===== config.mk =====
export PLATFORM = sky130hd
export DESIGN_NAME = intack_seq
export DESIGN_NICKNAME = d
export VERILOG_FILES = /design/src/rtl/intack_pkg.sv /design/src/rtl/intack_ctrl.sv /design/src/rtl/intack_dp.sv /design/src/rtl/intack_seq.sv
export SDC_FILE = /design/constraint.sdc
export NUM_CORES = 1
export LEC_CHECK = 0
export BUFFER_PORTS_ARGS = -buffer_cell sky130_fd_sc_hd__buf_2
export CORE_MARGIN = 3
export CORE_UTILIZATION = 49
export DETAILED_ROUTE_END_ITERATION = 8
export PLACE_DENSITY = 0.87
export SETUP_SLACK_MARGIN = 0.5
export SLEW_MARGIN = 20
export SYNTH_ARGS = -nofsm -noshare
export SYNTH_HDL_FRONTEND = slang
export SYNTH_SLANG_ARGS = --single-unit

===== constraint.sdc =====
create_clock -name clk -period 4 [get_ports clk]
set_clock_uncertainty 0.15 [all_clocks]
set_input_delay 0.2 -clock clk [delete_from_list [all_inputs] [get_ports clk]]
set_output_delay 0.2 -clock clk [all_outputs]
set_load 0.05 [all_outputs]

===== src/rtl/intack_pkg.sv =====
package intack_pkg;
  localparam int DATA_W = 8;
  localparam int LVL_W  = 3;
  localparam int NUM_LVL = 1 << LVL_W;
  localparam int HI_W   = DATA_W - LVL_W - 2;
  localparam logic [DATA_W-1:0] FILLER_BYTE = '1;
  localparam logic [DATA_W-1:0] CALL_OPCODE = 8'hCD;
  localparam logic [LVL_W-1:0]  SPURIOUS_LVL = '1;

  // Strobes from the sequence control to the byte datapath
  typedef struct packed {
    logic first;
    logic second;
    logic third;
    logic last;
  } ackStep_t;
endpackage


===== src/rtl/intack_ctrl.sv =====
module intack_ctrl
  import intack_pkg::*;
(
  input  logic     clk,
  input  logic     rstN,
  input  logic     ackStrobe,
  input  logic     cfgTwoCycle,
  output ackStep_t step
);
  localparam int PH_W = 2;
  localparam logic [PH_W-1:0] PH_IDLE = 2'd0;
  localparam logic [PH_W-1:0] PH_MID  = 2'd1;
  localparam logic [PH_W-1:0] PH_TAIL = 2'd2;

  logic [PH_W-1:0] phase;
  logic            twoModeQ;
  logic            effTwo;

  // Mode is taken live on the first strobe, then held for the sequence
  assign effTwo = (phase == PH_IDLE) ? cfgTwoCycle : twoModeQ;

  always_comb begin
    step.first  = ackStrobe && (phase == PH_IDLE);
    step.second = ackStrobe && (phase == PH_MID);
    step.third  = ackStrobe && (phase == PH_TAIL);
    step.last   = (step.second && effTwo) || step.third;
  end

  always_ff @(posedge clk) begin
    if (!rstN) begin
      phase    <= PH_IDLE;
      twoModeQ <= 1'b0;
    end else if (ackStrobe) begin
      if (step.first) twoModeQ <= cfgTwoCycle;
      phase <= step.last ? PH_IDLE : phase + 1'b1;
    end
  end
endmodule


===== src/rtl/intack_dp.sv =====
module intack_dp
  import intack_pkg::*;
(
  input  logic               clk,
  input  logic               rstN,
  input  ackStep_t           step,
  input  logic               cfgTwoCycle,
  input  logic               cfgAutoEoi,
  input  logic               cfgInterval4,
  input  logic [HI_W-1:0]    cfgCallHigh,
  input  logic [DATA_W-1:0]  cfgVectorBase,
  input  logic [NUM_LVL-1:0] cfgCascadeMap,
  input  logic               autoRotate,
  input  logic               irqPending,
  input  logic [LVL_W-1:0]   irqLevel,
  input  logic [DATA_W-1:0]  slaveData,
  output logic [DATA_W-1:0]  ackData,
  output logic               ackDataValid,
  output logic               isrSet,
  output logic [LVL_W-1:0]   isrLevel,
  output logic               pendClear,
  output logic               eoiPulse,
  output logic               rotatePulse,
  output logic               releasePulse,
  output logic               resolveFrozen,
  output logic               slaveSel
);
  logic [LVL_W-1:0]  lvlQ;
  logic              spurQ, cascQ, twoQ, aeoiQ;
  logic [LVL_W-1:0]  startLvl;
  logic [DATA_W-1:0] byteNext;
  logic [DATA_W-1:0] callLow;

  assign startLvl = irqPending ? irqLevel : SPURIOUS_LVL;

  // Low address byte of the call, interval picks how far the level shifts
  always_comb begin
    if (cfgInterval4) callLow = {cfgCallHigh, lvlQ, 2'b00};
    else              callLow = {cfgCallHigh[HI_W-1:1], lvlQ, 3'b000};
  end

  always_comb begin
    if (step.first)
      byteNext = cfgTwoCycle ? FILLER_BYTE : CALL_OPCODE;
    else if (cascQ)
      byteNext = slaveData;
    else if (step.second)
      byteNext = twoQ ? {cfgVectorBase[DATA_W-1:LVL_W], lvlQ} : callLow;
    else
      byteNext = cfgVectorBase;
  end

  assign isrLevel = lvlQ;

  always_ff @(posedge clk) begin
    if (!rstN) begin
      lvlQ <= '0; spurQ <= 1'b0; cascQ <= 1'b0; twoQ <= 1'b0; aeoiQ <= 1'b0;
      ackData <= '0; ackDataValid <= 1'b0; isrSet <= 1'b0; pendClear <= 1'b0;
      eoiPulse <= 1'b0; rotatePulse <= 1'b0; releasePulse <= 1'b0;
      resolveFrozen <= 1'b0; slaveSel <= 1'b0;
    end else begin
      ackDataValid <= step.first | step.second | step.third;
      isrSet       <= 1'b0;
      pendClear    <= 1'b0;
      eoiPulse     <= 1'b0;
      rotatePulse  <= 1'b0;
      releasePulse <= 1'b0;
      slaveSel     <= 1'b0;
      if (step.first | step.second | step.third) ackData <= byteNext;
      if (step.first) begin
        lvlQ          <= startLvl;
        spurQ         <= !irqPending;
        cascQ         <= irqPending && cfgCascadeMap[startLvl];
        twoQ          <= cfgTwoCycle;
        aeoiQ         <= cfgAutoEoi;
        isrSet        <= irqPending;
        resolveFrozen <= 1'b1;
      end
      if (step.second | step.third) slaveSel <= cascQ;
      if (step.last) begin
        releasePulse  <= 1'b1;
        resolveFrozen <= 1'b0;
        pendClear     <= !spurQ;
        eoiPulse      <= aeoiQ && !spurQ;
        rotatePulse   <= aeoiQ && !spurQ && autoRotate;
      end
    end
  end
endmodule


===== src/rtl/intack_seq.sv =====
module intack_seq
  import intack_pkg::*;
(
  input  logic               clk,
  input  logic               rstN,
  input  logic               ackStrobe,
  input  logic               cfgTwoCycle,
  input  logic               cfgAutoEoi,
  input  logic               cfgInterval4,
  input  logic [HI_W-1:0]    cfgCallHigh,
  input  logic [DATA_W-1:0]  cfgVectorBase,
  input  logic [NUM_LVL-1:0] cfgCascadeMap,
  input  logic               autoRotate,
  input  logic               irqPending,
  input  logic [LVL_W-1:0]   irqLevel,
  input  logic [DATA_W-1:0]  slaveData,
  output logic [DATA_W-1:0]  ackData,
  output logic               ackDataValid,
  output logic               isrSet,
  output logic [LVL_W-1:0]   isrLevel,
  output logic               pendClear,
  output logic               eoiPulse,
  output logic               rotatePulse,
  output logic               releasePulse,
  output logic               resolveFrozen,
  output logic               slaveSel
);
  ackStep_t step;

  intack_ctrl u_ctrl (
    .clk(clk), .rstN(rstN), .ackStrobe(ackStrobe),
    .cfgTwoCycle(cfgTwoCycle), .step(step)
  );

  intack_dp u_dp (
    .clk(clk), .rstN(rstN), .step(step),
    .cfgTwoCycle(cfgTwoCycle), .cfgAutoEoi(cfgAutoEoi),
    .cfgInterval4(cfgInterval4), .cfgCallHigh(cfgCallHigh),
    .cfgVectorBase(cfgVectorBase), .cfgCascadeMap(cfgCascadeMap),
    .autoRotate(autoRotate), .irqPending(irqPending), .irqLevel(irqLevel),
    .slaveData(slaveData), .ackData(ackData), .ackDataValid(ackDataValid),
    .isrSet(isrSet), .isrLevel(isrLevel), .pendClear(pendClear),
    .eoiPulse(eoiPulse), .rotatePulse(rotatePulse),
    .releasePulse(releasePulse), .resolveFrozen(resolveFrozen),
    .slaveSel(slaveSel)
  );
endmodule


==> After elaboration in Yosys (flattened, before gate mapping) <==
Cells that the tools add are included.
{ "op_classes": {"n_addsub": 1, "magnitude_cmp": 1, "n_eq_ne": 2, "mux": 12, "bitwise_logic": 4, "reduce_logical": 16} }
{ "ops": {"columns": ["cell", "count"], "rows": [
  ["8-bit 2-to-1 mux", 4],
  ["6-bit 2-to-1 mux", 2],
  ["2-bit AND reduction", 4],
  ["1-bit logical AND", 7],
  ["3-bit by 4-bit less-than comparator with 1-bit output, second input constant", 1],
  ["1-bit binary-select mux with 3-bit select", 1],
  ["1-bit 2-to-1 mux", 3],
  ["3-bit 2-to-1 mux", 1],
  ["1-bit bitwise OR", 3],
  ["2-bit by 1-bit adder with 2-bit output, second input constant", 1],
  ["2-bit by 1-bit equality test with 1-bit output, second input constant", 1],
  ["2-bit equality test, second input constant", 1],
  ["1-bit logical NOT", 2],
  ["2-bit logical NOT", 1],
  ["2-bit 2-to-1 mux", 1],
  ["2-bit OR reduction", 1],
  ["1-bit logical OR", 1],
  ["1-bit inverter", 1]
]} }
{ "totals": {"register_bits": 26, "output_inout_bits": 19, "wordCells": 52} }

==> Longest topological paths before layout <==
Gate-level depths: netlist of run 1.
{ "logic_depth": {"depth_word": 5, "mapped_depth": 8} }

==> Modules after synthesis <==
A second synthesis of run 1 with hierarchy kept.
{ "unflattened": {"hier_cells": 139, "area_unflattened_um2": 1257.5} }
{ "modules_own_cells": {"columns": ["mod", "n_inst", "cells_each", "area_each_um2", "seq_area_each_um2"], "rows": [
  ["intack_dp", 1, 116, 1047.3, 460.4],
  ["intack_ctrl", 1, 23, 210.2, 60.1]
]} }

==> Least setup slack after synthesis of run 1 <==
Ideal clock, no wire load.
{ "synth_timing": {"kind": "reg2reg", "startpoint": "reg u_ctrl.phase[0]", "endpoint": "reg u_dp.rotatePulse", "t_arrival_ns": 1.384, "t_required_ns": 3.734, "path_slack_ns": 2.350, "path_stages_with_launch": 7, "synth_period_minus_slack_ns": 1.650, "cell_sequence": "dfxtp_1 inv_1 ha_1 mux2_1 a21oi_1 nor2b_2 and4_1"} }
{ "synth_via": {"elab_chain_len": 5, "elab_cells_between_ends": 9, "classes_between": "eq/ne: 2; mux: 1; reduce/logical: 6"} }
{ "synth_rtl": {"columns": ["item", "line", "rtl"], "rows": [
  ["from (decl)", "intack_ctrl.sv:15", "logic [PH_W-1:0] phase;"],
  ["from (signal assigned)", "intack_ctrl.sv:35", "phase <= step.last ? PH_IDLE : phase + 1'b1;"],
  ["2-bit by 1-bit equality test with 1-bit output or 2-bit logical NOT (tied branches)", "intack_ctrl.sv:24, intack_ctrl.sv:20", null],
  ["1-bit logical AND or 1-bit 2-to-1 mux (tied branches)", "intack_ctrl.sv:24, intack_ctrl.sv:20", null],
  ["1-bit logical AND", "intack_ctrl.sv:26", "step.last = (step.second && effTwo) || step.third;"],
  ["1-bit logical OR (*)", "intack_ctrl.sv:26", null],
  ["2-bit AND reduction (no line) (*)", null, null],
  ["to (signal assigned)", "intack_dp.sv:85", "rotatePulse <= aeoiQ && !spurQ && autoRotate;"],
  ["to (decl)", "intack_dp.sv:23", "output logic rotatePulse,"]
]} }
Mark *: on every way between the ends. The rest lies on a longest branch, timed or not.
A chain may end at the register's enable or synchronous reset.

==> Worst setup path after layout of run 1 <==
{ "layout_timing": {"startpoint": "reg u_ctrl.phase[1]", "endpoint": "reg u_dp.ackData[4]"} }
{ "layout_via": {"elab_chain_len": 5, "elab_cells_between_ends": 11, "classes_between": "eq/ne: 2; mux: 3; bitwise: 2; reduce/logical: 4"} }
{ "layout_rtl": {"columns": ["item", "line", "rtl"], "rows": [
  ["2-bit by 1-bit equality test with 1-bit output", "intack_ctrl.sv:24", "step.second = ackStrobe && (phase == PH_MID);"],
  ["1-bit logical AND", "intack_ctrl.sv:24", null],
  ["8-bit 2-to-1 mux", "intack_dp.sv:47", "else if (step.second)"],
  ["8-bit 2-to-1 mux", "intack_dp.sv:45", "else if (cascQ)"],
  ["8-bit 2-to-1 mux", "intack_dp.sv:43", "if (step.first)"],
  ["to (signal assigned)", "intack_dp.sv:69", "if (step.first | step.second | step.third) ackData <= byteNext;"],
  ["to (decl)", "intack_dp.sv:17", "output logic [DATA_W-1:0] ackData,"]
]} }
Several ways; a longest one is shown, not always the timed one.

==> flow_summary.json, run 1 <==
{
  "vias": 1259,
  "pre_cts_ws_ns": 2.149,
  "die_h_microns": 55.97,
  "outcome": "completed",
  "power.density_nw_per_um2": 385.9,
  "largest-register": "u_dp.ackData",
  "clk_latency_ns": 0.32,
  "overflow": 0,
  "required_ns": 4.07,
  "cts_resized": 0,
  "grt_first_pass_wirelength_microns": 5319,
  "ys_ff_latch": 25,
  "tritoncts": "built",
  "wirelength_microns": 3242,
  "reg2reg_from": "u_ctrl.phase[1]$_SDFFE_PN0P_",
  "finalSetupTns_ns": 0,
  "clk_pin_slew_worst_paths_ns": 0.14,
  "grt_pass1_vias": 1235,
  "cts_buffers": 3,
  "maxSlewHeadroom_pct": 64.00,
  "cp-endpoint": "u_dp.ackData[4]$_SDFFE_PN0P_",
  "drt_iter0_drc": 37,
  "start_util_pct": 53.27,
  "reg2reg_depth": 6,
  "startpoint_type": "flip-flop",
  "clockBufferDepth": 2,
  "min_period_ns": 1.900,
  "rsz0062_at_grt": "false",
  "critPathKind": "flip-flop to flip-flop",
  "fin_crit_sh_pct": 47.49,
  "core_sq_um": 2297,
  "fin_util_pct": 68.25,
  "final_common_cell": "buf_2",
  "areaGrowthSynthToFinish_pct": 28.12,
  "yosysWarningCount": 0,
  "rows": 17,
  "switching_power_mw": 0.2278,
  "seq_area_frac_synth_pct": 40.90,
  "multi_input_area_sq_um": 645.6,
  "drc": 0,
  "clock-sinks": 25,
  "seqPwrFrac_pct": 48.0,
  "maxCapViolations": 0,
  "r2r_slack_ns": 2.10,
  "regArea_sq_um": 500.5,
  "swShare_pct": 37.66,
  "antennaDiodeCount": 0,
  "layout_common_cells": "56 x buf_2, 25 x dfxtp_1, 14 x a21oi_1",
  "portBuffers": 56,
  "htreeDepth": 1,
  "antenna_found_initial": 0,
  "detail-route-antenna-nets": 0,
  "globalRouteTotalUtil_pct": 20.84,
  "pin_count": 57,
  "dieArea_sq_um": 3133,
  "worst_slew_pin_slew_ns": 0.5354,
  "fillers": 187,
  "largest_reg_flops": 8,
  "first_pass_iters": 4,
  "nNetsFinal": 238,
  "end_kind": "flip-flop",
  "ctsRootBufferMaster": "clkbuf_4",
  "grt_start_max_net_pins": 19,
  "max-vdd-ir-drop_mv": 0.2314,
  "crit_start": "u_ctrl.phase[1]$_SDFFE_PN0P_",
  "reg2reg_to": "u_dp.ackData[4]$_SDFFE_PN0P_",
  "drive_above_1_share_pct": 34.69,
  "clock.fmax_mhz": 526.4,
  "synth.distinct_cells": 39,
  "power_mw": 0.6050,
  "syn_avg_cell_area_sq_um": 8.803,
  "gp_congestion": 0.8333,
  "wire_per_inst_microns": 14.47,
  "netlist_instances": 139,
  "syn_area_sq_um": 1224,
  "setup_violations": 0,
  "async_flop_share_pct": 0,
  "syn_nets": 180,
  "maxSlewViolCount": 0,
  "p_comb_share_pct": 33.2,
  "p_int_mw": 0.3772,
  "vias_per_cell": 5.621,
  "ys.flop_type": "dfxtp_1",
  "p_clk_share_pct": 18.8,
  "hold_class": "input pin to flip-flop",
  "synth_edf_count": 0,
  "hold_viol": 0,
  "cp_max_fo": 9,
  "leakagePower_nw": 0.7223,
  "worst_slack_ns": 2.100,
  "die_x_microns": 55.97,
  "arrival_ns": 1.97,
  "dp_hpwl_microns": 2485
}
## cell type report
type / count / share of cell area [%]
clock buffers: 3 / 1.437
clock inverters: 1 / 0.4789
inverters: 7 / 1.676
multi-input cells: 99 / 41.18
flip-flops and latches: 25 / 31.92
well taps: 28 / 2.235
repair buffers: 61 / 21.07
## through the flow
| step | instances | cell area [sq um] | hold slack [ns] |
|---|---|---|---|
| final | 224 | 1568 | 0.02096 |
| after global routing | 224 | 1568 | 0.01957 |
| after CTS | 224 | 1568 | 0.01627 |
| after detailed placement | 215 | 1488 | 0.3033 |
| after global placement | 215 | 1488 | 0.2901 |
| after floorplan | 139 | 1224 | 0.1456 |
## critical path, cell delays in order, from the launching register on
cell	delay [ns]
dfxtp_1	0.35
inv_1	0.10
ha_1	0.30
and3b_1	0.38
mux2i_1	0.22
o21ai_1	0.07
a32o_1	0.23
## cell usage after synthesis, drive strengths merged (4+ instances only)
| library cell | number | area (sq um) |
|---|---|---|
| dfxtp | 25 | 500.5 |
| a21oi | 14 | 70.07 |
| nand2 | 13 | 48.80 |
| o21ai | 13 | 65.06 |
| nor2 | 9 | 33.78 |
| inv | 7 | 26.28 |
| mux2i | 5 | 50.05 |
| nand3 | 5 | 30.03 |
| buf | 4 | 32.53 |
| clkbuf | 4 | 18.77 |
## power by group through the flow
stage	Clock (mW)	Combinational, mW	Sequential [mW]
final	0.114	0.201	0.291
after global routing	0.126	0.216	0.293
after CTS	0.116	0.200	0.290
after detailed placement	0	0.196	0.295
after global placement	0	0.190	0.294
after floorplan	0	0.0853	0.353
## worst min path at each step
stage                                  startpoint                           end  slack [ns]  cells past startpoint
after floorplan                        irqPending       u_dp.spurQ$_SDFFE_PN0P_        0.15                      1
after global placement    u_dp.aeoiQ$_SDFFE_PN0P_       u_dp.aeoiQ$_SDFFE_PN0P_        0.29                      2
after detailed placement               cfgAutoEoi       u_dp.aeoiQ$_SDFFE_PN0P_        0.30                      3
after CTS                            slaveData[2]  u_dp.ackData[2]$_SDFFE_PN0P_        0.02                      3
after global routing                 slaveData[2]  u_dp.ackData[2]$_SDFFE_PN0P_        0.02                      3
final                              cfgCallHigh[1]  u_dp.ackData[6]$_SDFFE_PN0P_        0.02                      3
## logic make-up after synthesis
| logic type | count (synthesis) | synth area share [%] |
|---|---|---|
| AO/OA/AOI/OAI | 43 | 22.19 |
| AND/OR/NAND/NOR | 44 | 18.81 |
| buffers and inverters | 15 | 6.340 |
| flip-flops | 25 | 40.90 |
| multiplexers | 9 | 8.691 |
| adder cells (fa/ha/maj) | 3 | 3.068 |
## repair_timing
action,CTS,global route
setup buffers,0,0
hold buffers,5,0
hold endpoints to repair,6,0
## layer usage
layer  wire length, microns  up-vias  global-route usage [%]  share of wire, %
met4                     72        0                   10.51               2.2
li1                       -      623                       -                 -
met1                   1259      578                   23.50                39
met2                   1723       50                   37.73                53
met3                    188        8                   2.784               5.8
met5                      0        -                       0                 0
No activity file was read; power rests on OpenSTA's default activity.
==> run 2: changes to the inputs <==
--- a/config.mk
+++ b/config.mk
@@ -5,11 +5,12 @@
 export SDC_FILE = /design/constraint.sdc
 export NUM_CORES = 1
 export LEC_CHECK = 0
+export ABC_AREA = 1
 export BUFFER_PORTS_ARGS = -buffer_cell sky130_fd_sc_hd__buf_2
 export CORE_MARGIN = 3
-export CORE_UTILIZATION = 49
+export CORE_UTILIZATION = 47
 export DETAILED_ROUTE_END_ITERATION = 8
-export PLACE_DENSITY = 0.87
+export PLACE_DENSITY = 0.83
 export SETUP_SLACK_MARGIN = 0.5
 export SLEW_MARGIN = 20
 export SYNTH_ARGS = -nofsm -noshare
==> constraint.sdc (replaced) <==
create_clock -name clk -period 2 [get_ports clk]
set_clock_uncertainty 0.15 [all_clocks]
set_input_delay 0.1 -clock clk [delete_from_list [all_inputs] [get_ports clk]]
set_output_delay 0.1 -clock clk [all_outputs]
set_load 0.05 [all_outputs]
==> flow_summary.json, run 2 <==
{
  "p_comb_share_pct": 39.4,
  "layout_common_cells": "56 x buf_2, 30 x nand2_1, 24 x inv_1",
  "leakagePower_nw": 1.006,
  "fin_crit_sh_pct": 77.31,
  "swShare_pct": 38.90,
  "drt_iter0_drc": 79,
  "core_sq_um": 2613,
  "design_area_sq_um": 1958,
  "finalSetupTns_ns": 0,
  "largest-register": "u_dp.ackData",
  "p_int_mw": 0.8097,
  "startpoint_type": "flip-flop",
  "synth_common_cells": "32 x nand2_1, 26 x inv_1, 25 x dfxtp_1, 16 x nor2_1, 16 x o21ai_0",
  "grt_first_pass_wirelength_microns": 5747,
  "clock.fmax_mhz": 646.8,
  "globalRouteTotalUtil_pct": 20.97,
  "pin_count": 57,
  "portBuffers": 56,
  "p_clk_share_pct": 17.0,
  "hold_class": "input pin to flip-flop",
  "path_depth": 8,
  "reg2reg_from": "u_ctrl.phase[0]$_SDFFE_PN0P_",
  "maxSlewHeadroom_pct": 80.68,
  "min_period_ns": 1.546,
  "hold_start": "cfgVectorBase[6]",
  "fin_util_pct": 74.95,
  "largest_reg_flops": 8,
  "power.density_nw_per_um2": 676.8,
  "arrival_ns": 1.65,
  "max-vdd-ir-drop_mv": 0.5331,
  "maxCapViolations": 0,
  "areaGrowthSynthToFinish_pct": 43.97,
  "vias_per_cell": 4.973,
  "die_x_microns": 59.80,
  "cp_max_fo": 8,
  "required_ns": 2.10,
  "synth_area_leaders": "dfxtp_1 37%, nand2_1 8.8%, inv_1 7.2%",
  "cts_buffers": 3,
  "drc": 0,
  "cp-endpoint": "u_dp.ackData[4]$_SDFFE_PN0P_",
  "drive_above_1_share_pct": 36.60,
  "clk_pin_slew_worst_paths_ns": 0.13,
  "reg2reg_depth": 8,
  "crit_top_cell": "nor2_1",
  "dieArea_sq_um": 3575,
  "nNetsFinal": 307,
  "crit_slowest_cell": "dfxtp_2",
  "antenna_found_initial": 0,
  "maxSlewViolCount": 0,
  "detail-route-antenna-nets": 0,
  "fillers": 216,
  "start_util_pct": 52.06,
  "critPathBufInv": 1,
  "tritoncts": "built",
  "seqPwrFrac_pct": 43.6,
  "dp_hpwl_microns": 2579,
  "end_kind": "flip-flop",
  "dp_cells": 266,
  "first_pass_iters": 4,
  "rows": 18,
  "fin_cells": 296,
  "async_flop_share_pct": 0,
  "syn_nets": 225,
  "cp_cell_sequence": "buf_6 -> ha_4 -> nand2_8 -> nor2_4 -> nor2_1 -> nor2_1 -> o21ai_1 -> a21oi_1",
  "setup_violations": 0,
  "reg2reg_to": "u_dp.ackData[4]$_SDFFE_PN0P_",
  "hold_viol": 0,
  "ys.flop_type": "dfxtp_1",
  "synth.distinct_cells": 35,
  "die_h_microns": 59.80,
  "ys_ff_latch": 25,
  "outcome": "completed",
  "netlist_instances": 184,
  "syn_avg_cell_area_sq_um": 7.392,
  "slowest_delay_ns": 0.36,
  "dpl_cell_area_sq_um": 1640,
  "crit_start": "u_ctrl.phase[0]$_SDFFE_PN0P_",
  "ctsRootBufferMaster": "clkbuf_4",
  "final_common_cell": "buf_2",
  "clockBufferDepth": 2,
  "worst_slew_pin_slew_ns": 0.2898,
  "r2r_slack_ns": 0.45,
  "yosysWarningCount": 0,
  "synth_top_area_cell": "dfxtp_1",
  "clk_latency_ns": 0.31,
  "synth_edf_count": 0,
  "crit_family": "simple AND/OR/NAND/NOR gates",
  "critPathKind": "flip-flop to flip-flop",
  "grt_start_max_net_pins": 15,
  "synthMostInstantiatedCell": "nand2_1",
  "seq_area_frac_synth_pct": 36.80,
  "rsz0062_at_grt": "true",
  "wirelength_microns": 3793,
  "syn_area_sq_um": 1360,
  "overflow": 0,
  "htreeDepth": 1,
  "grt_pass1_vias": 1354,
  "switching_power_mw": 0.5156,
  "gp_congestion": 0.8831,
  "yosys.area.top_type_share_pct": 36.80,
  "clock-sinks": 25,
  "wire_per_inst_microns": 12.81,
  "vias": 1472
}
## run 2: per-stage QoR
step                setup slack (ns)  power (mW)  hold slack (ns)
global placement              0.3822       1.013           0.1946
detailed placement            0.3237       1.019           0.1950
floorplan                     0.5188      0.9168          0.06996
CTS                           0.4998       1.294         0.004892
finish                        0.4539       1.325          0.01346
global route                  0.3856       1.393          0.01663
## run 2: worst min path at each step
stage,endpoint,slack [ns],depth (start not counted)
floorplan,u_dp.releasePulse$_SDFF_PN0_,0.07,2
global placement,u_dp.rotatePulse$_SDFF_PN0_,0.19,2
detailed placement,u_dp.rotatePulse$_SDFF_PN0_,0.20,2
CTS,u_dp.ackData[6]$_SDFFE_PN0P_,0.005,5
global route,u_dp.ackData[2]$_SDFFE_PN0P_,0.02,4
finish,u_dp.ackData[6]$_SDFFE_PN0P_,0.01,5
## run 2: worst reg2reg max path, delay by kind of cell, from the launching register on
kind	cells	cell delay [ns]
AOI/OAI and AO/OA	2	0.25
and+or+nand+nor	4	0.47
buffers and inverters	1	0.10
adders and majority gates	1	0.15
DFF	1	0.36
## run 2: logic make-up after synthesis
kind of cell	Yosys count	share of synthesized area (%)
and+or+nand+nor	78	30.27
AOI/OAI and AO/OA	43	17.57
buffers and inverters	35	12.60
DFF	25	36.80
adders and majority gates	3	2.760
## run 2: metal layers
metal | GRT usage, % | part of all wire (%) | up-vias
met5 | 0 | 0 | -
met3 | 3.672 | 8.0 | 7
met1 | 25.62 | 41 | 626
li1 | - | - | 761
met2 | 35.49 | 50 | 78
met4 | 9.494 | 1.7 | 0
## run 2: timing repair
action | CTS | global route
pin swaps | 2 | 2
hold endpoints to repair | 16 | 0
hold buffers | 16 | 0
setup endpoints to repair | 11 | 12
resized for setup | 12 | 5
buffers inserted | 4 | 4
gates cloned | 0 | 1
## run 2: layout make-up
type	instances	area, sq um	share of cell area [%]
Antenna cell	1	2.502	0.1278
Clock buffer	4	26.28	1.342
Inverter	31	132.6	6.773
Multi-Input combinational cell	125	752.0	38.40
Sequential cell	25	503.0	25.69
Tap cell	30	37.54	1.917
Timing Repair Buffer	80	504.2	25.75
## run 2: power by group through the flow
stage,Clock (mW),Sequential [mW],Combinational (mW)
final,0.225,0.578,0.522
after global routing,0.245,0.584,0.564
after global placement,0,0.584,0.429
after detailed placement,0,0.585,0.434
after CTS,0.225,0.575,0.493
after floorplan,0,0.713,0.204
==> run 3: changes to the inputs <==
--- a/config.mk
+++ b/config.mk
@@ -8,9 +8,9 @@
 export ABC_AREA = 1
 export BUFFER_PORTS_ARGS = -buffer_cell sky130_fd_sc_hd__buf_2
 export CORE_MARGIN = 3
-export CORE_UTILIZATION = 47
+export CORE_UTILIZATION = 42
 export DETAILED_ROUTE_END_ITERATION = 8
-export PLACE_DENSITY = 0.83
+export PLACE_DENSITY = 0.78
 export SETUP_SLACK_MARGIN = 0.5
 export SLEW_MARGIN = 20
 export SYNTH_ARGS = -nofsm -noshare
==> constraint.sdc (replaced) <==
create_clock -name clk -period 1.3 [get_ports clk]
set_clock_uncertainty 0.15 [all_clocks]
set_input_delay 0.065 -clock clk [delete_from_list [all_inputs] [get_ports clk]]
set_output_delay 0.065 -clock clk [all_outputs]
set_load 0.05 [all_outputs]
==> flow_summary.json, run 3 (synthesis gave the netlist of run 2 again) <==
{
  "critPathKind": "flip-flop to flip-flop",
  "arrival_ns": 1.62,
  "p_clk_share_pct": 15.0,
  "die_x_microns": 62.91,
  "worst_slack_ns": -0.2467,
  "clock.fmax_mhz": 646.6,
  "fin_cells": 316,
  "slowest_delay_ns": 0.38,
  "antennaDiodeCount": 0,
  "grt_first_pass_wirelength_microns": 6755,
  "swShare_pct": 38.13,
  "portBuffers": 56,
  "finalSetupTns_ns": -3.637,
  "crit_slowest_cell": "dfxtp_4",
  "rsz0062_at_grt": "true",
  "dp_cells": 302,
  "seqPwrFrac_pct": 39.6,
  "end_kind": "flip-flop",
  "hold_viol": 14,
  "multi_input_area_sq_um": 875.8,
  "maxSlewHeadroom_pct": 77.13,
  "power_mw": 2.346,
  "dp_hpwl_microns": 2869,
  "antenna_found_initial": 0,
  "detail-route-antenna-nets": 0,
  "drt_iter0_drc": 57,
  "cts_buffers": 3,
  "layout_common_cells": "37 x buf_2, 29 x nand2_1, 21 x inv_1",
  "clock-sinks": 25,
  "min_period_ns": 1.547,
  "vias": 1561,
  "areaGrowthSynthToFinish_pct": 75.71,
  "startpoint_type": "flip-flop",
  "pin_count": 57,
  "dieArea_sq_um": 3957,
  "power.density_nw_per_um2": 981.8,
  "gp_congestion": 0.8130,
  "regArea_sq_um": 529.3,
  "largest_reg_flops": 8,
  "start_util_pct": 44.19,
  "drive_above_1_share_pct": 56.62,
  "drc": 0,
  "final_common_cell": "buf_2",
  "maxSlewViolCount": 0,
  "setup_violations": 24,
  "cp_cell_sequence": "buf_6 -> ha_4 -> nand2_8 -> clkinv_8 -> nor2_8 -> nand2_8 -> o21ai_1 -> a31oi_1",
  "hold_class": "input pin to flip-flop",
  "p_comb_share_pct": 45.5,
  "p_int_mw": 1.452,
  "overflow": 0,
  "first_pass_iters": 4,
  "crit_top_cell": "nand2_8",
  "hold_slack_ns": -0.1455,
  "leakagePower_nw": 1.147,
  "die_h_microns": 62.91,
  "grt_pass1_vias": 1506,
  "nNetsFinal": 314,
  "worst_slew_pin_slew_ns": 0.3430,
  "outcome": "finished with violations",
  "tritoncts": "built",
  "rows": 20,
  "ctsRootBufferMaster": "clkbuf_4",
  "largest-register": "u_dp.ackData",
  "clockBufferDepth": 2,
  "switching_power_mw": 0.8948,
  "wirelength_microns": 4306,
  "clk_pin_slew_worst_paths_ns": 0.13,
  "violations": "negative hold slack, negative setup slack",
  "max-vdd-ir-drop_mv": 0.5223,
  "clk_latency_ns": 0.32,
  "vias_per_cell": 4.940,
  "grt_start_max_net_pins": 14,
  "cp_max_fo": 11,
  "globalRouteTotalUtil_pct": 21.13,
  "wire_per_inst_microns": 13.63,
  "core_sq_um": 3078,
  "maxCapViolations": 0,
  "required_ns": 1.37,
  "htreeDepth": 1,
  "fillers": 204,
  "fin_crit_sh_pct": 119.0
}
run 3: cell count changes in the layout (fill, tap and decap cells not counted), sizes merged:
cell         change
buf             +20
nand2            -1
clkinv           +2
clkinvlp         -1
diode            -1
dlygate4sd3     -12
inv              -1
run 3: timing repair:
action                                  CTS  global route
endpoints found under the setup margin   44            44
buffers inserted                          4             2
gates resized for setup                  82            21
gates cloned                              0             0
hold buffers                              2             2
pin swaps                                 6             3
hold endpoints to repair                 16            14
run 3: area by class of cell:
class / instances / share of cell area (%)
clock buffers: 4 / 1.099
repair buffers: 88 / 31.78
inverters: 31 / 6.021
well taps: 44 / 2.304
multi-input cells: 124 / 36.65
flip-flops and latches: 25 / 22.15
run 3: final timing paths:
| check | slack, ns | cells after the start | endpoint | startpoint |
|---|---|---|---|---|
| setup / recovery | -0.25 | 8 | u_dp.ackData[7]$_SDFFE_PN0P_ | u_ctrl.phase[0]$_SDFFE_PN0P_ |
| setup reg to reg | -0.25 | 8 | u_dp.ackData[7]$_SDFFE_PN0P_ | u_ctrl.phase[0]$_SDFFE_PN0P_ |
| hold reg to reg | 0.33 | 2 | u_dp.eoiPulse$_SDFF_PN0_ | u_dp.aeoiQ$_SDFFE_PN0P_ |
| hold / removal | -0.15 | 3 | u_dp.ackData[5]$_SDFFE_PN0P_ | slaveData[5] |
run 3: metrics by stage:
stage / util [%] / area, sq um / hold WS, ns / worst slack [ns]
detailed placement: 61.63 / 1897 / 0.1702 / -0.2369
CTS: 73.70 / 2268 / -0.1578 / -0.1906
finish: 77.64 / 2390 / -0.1455 / -0.2467
floorplan: - / 1439 / 0.03492 / -0.1353
global route: 77.64 / 2390 / -0.1345 / -0.3028
global placement: 61.63 / 1897 / 0.1581 / -0.1843
run 3: power by group through the flow:
| stage | sequential, mW | combinational, mW | clock (mW) |
|---|---|---|---|
| after floorplan | 1.12 | 0.335 | 0 |
| after CTS | 0.922 | 0.979 | 0.350 |
| after global placement | 0.912 | 0.767 | 0 |
| final | 0.928 | 1.07 | 0.351 |
| after global routing | 0.937 | 1.13 | 0.390 |
| after detailed placement | 0.915 | 0.777 | 0 |
run 3: per-layer routing:
metal,track usage [%],wire [microns],vias up
li1,-,-,766
met1,25.38,1698,712
met2,37.02,2222,71
met3,3.417,286,12
met4,8.540,98,0
met5,0,0,-
run 3: worst max-delay path, delay by kind of cell (launching register included):
kind	cells	cell delay [ns]
and+or+nand+nor	3	0.31
buffers and inverters	2	0.19
DFF	1	0.38
AOI/OAI and AO/OA	2	0.22
adders and majority gates	1	0.17
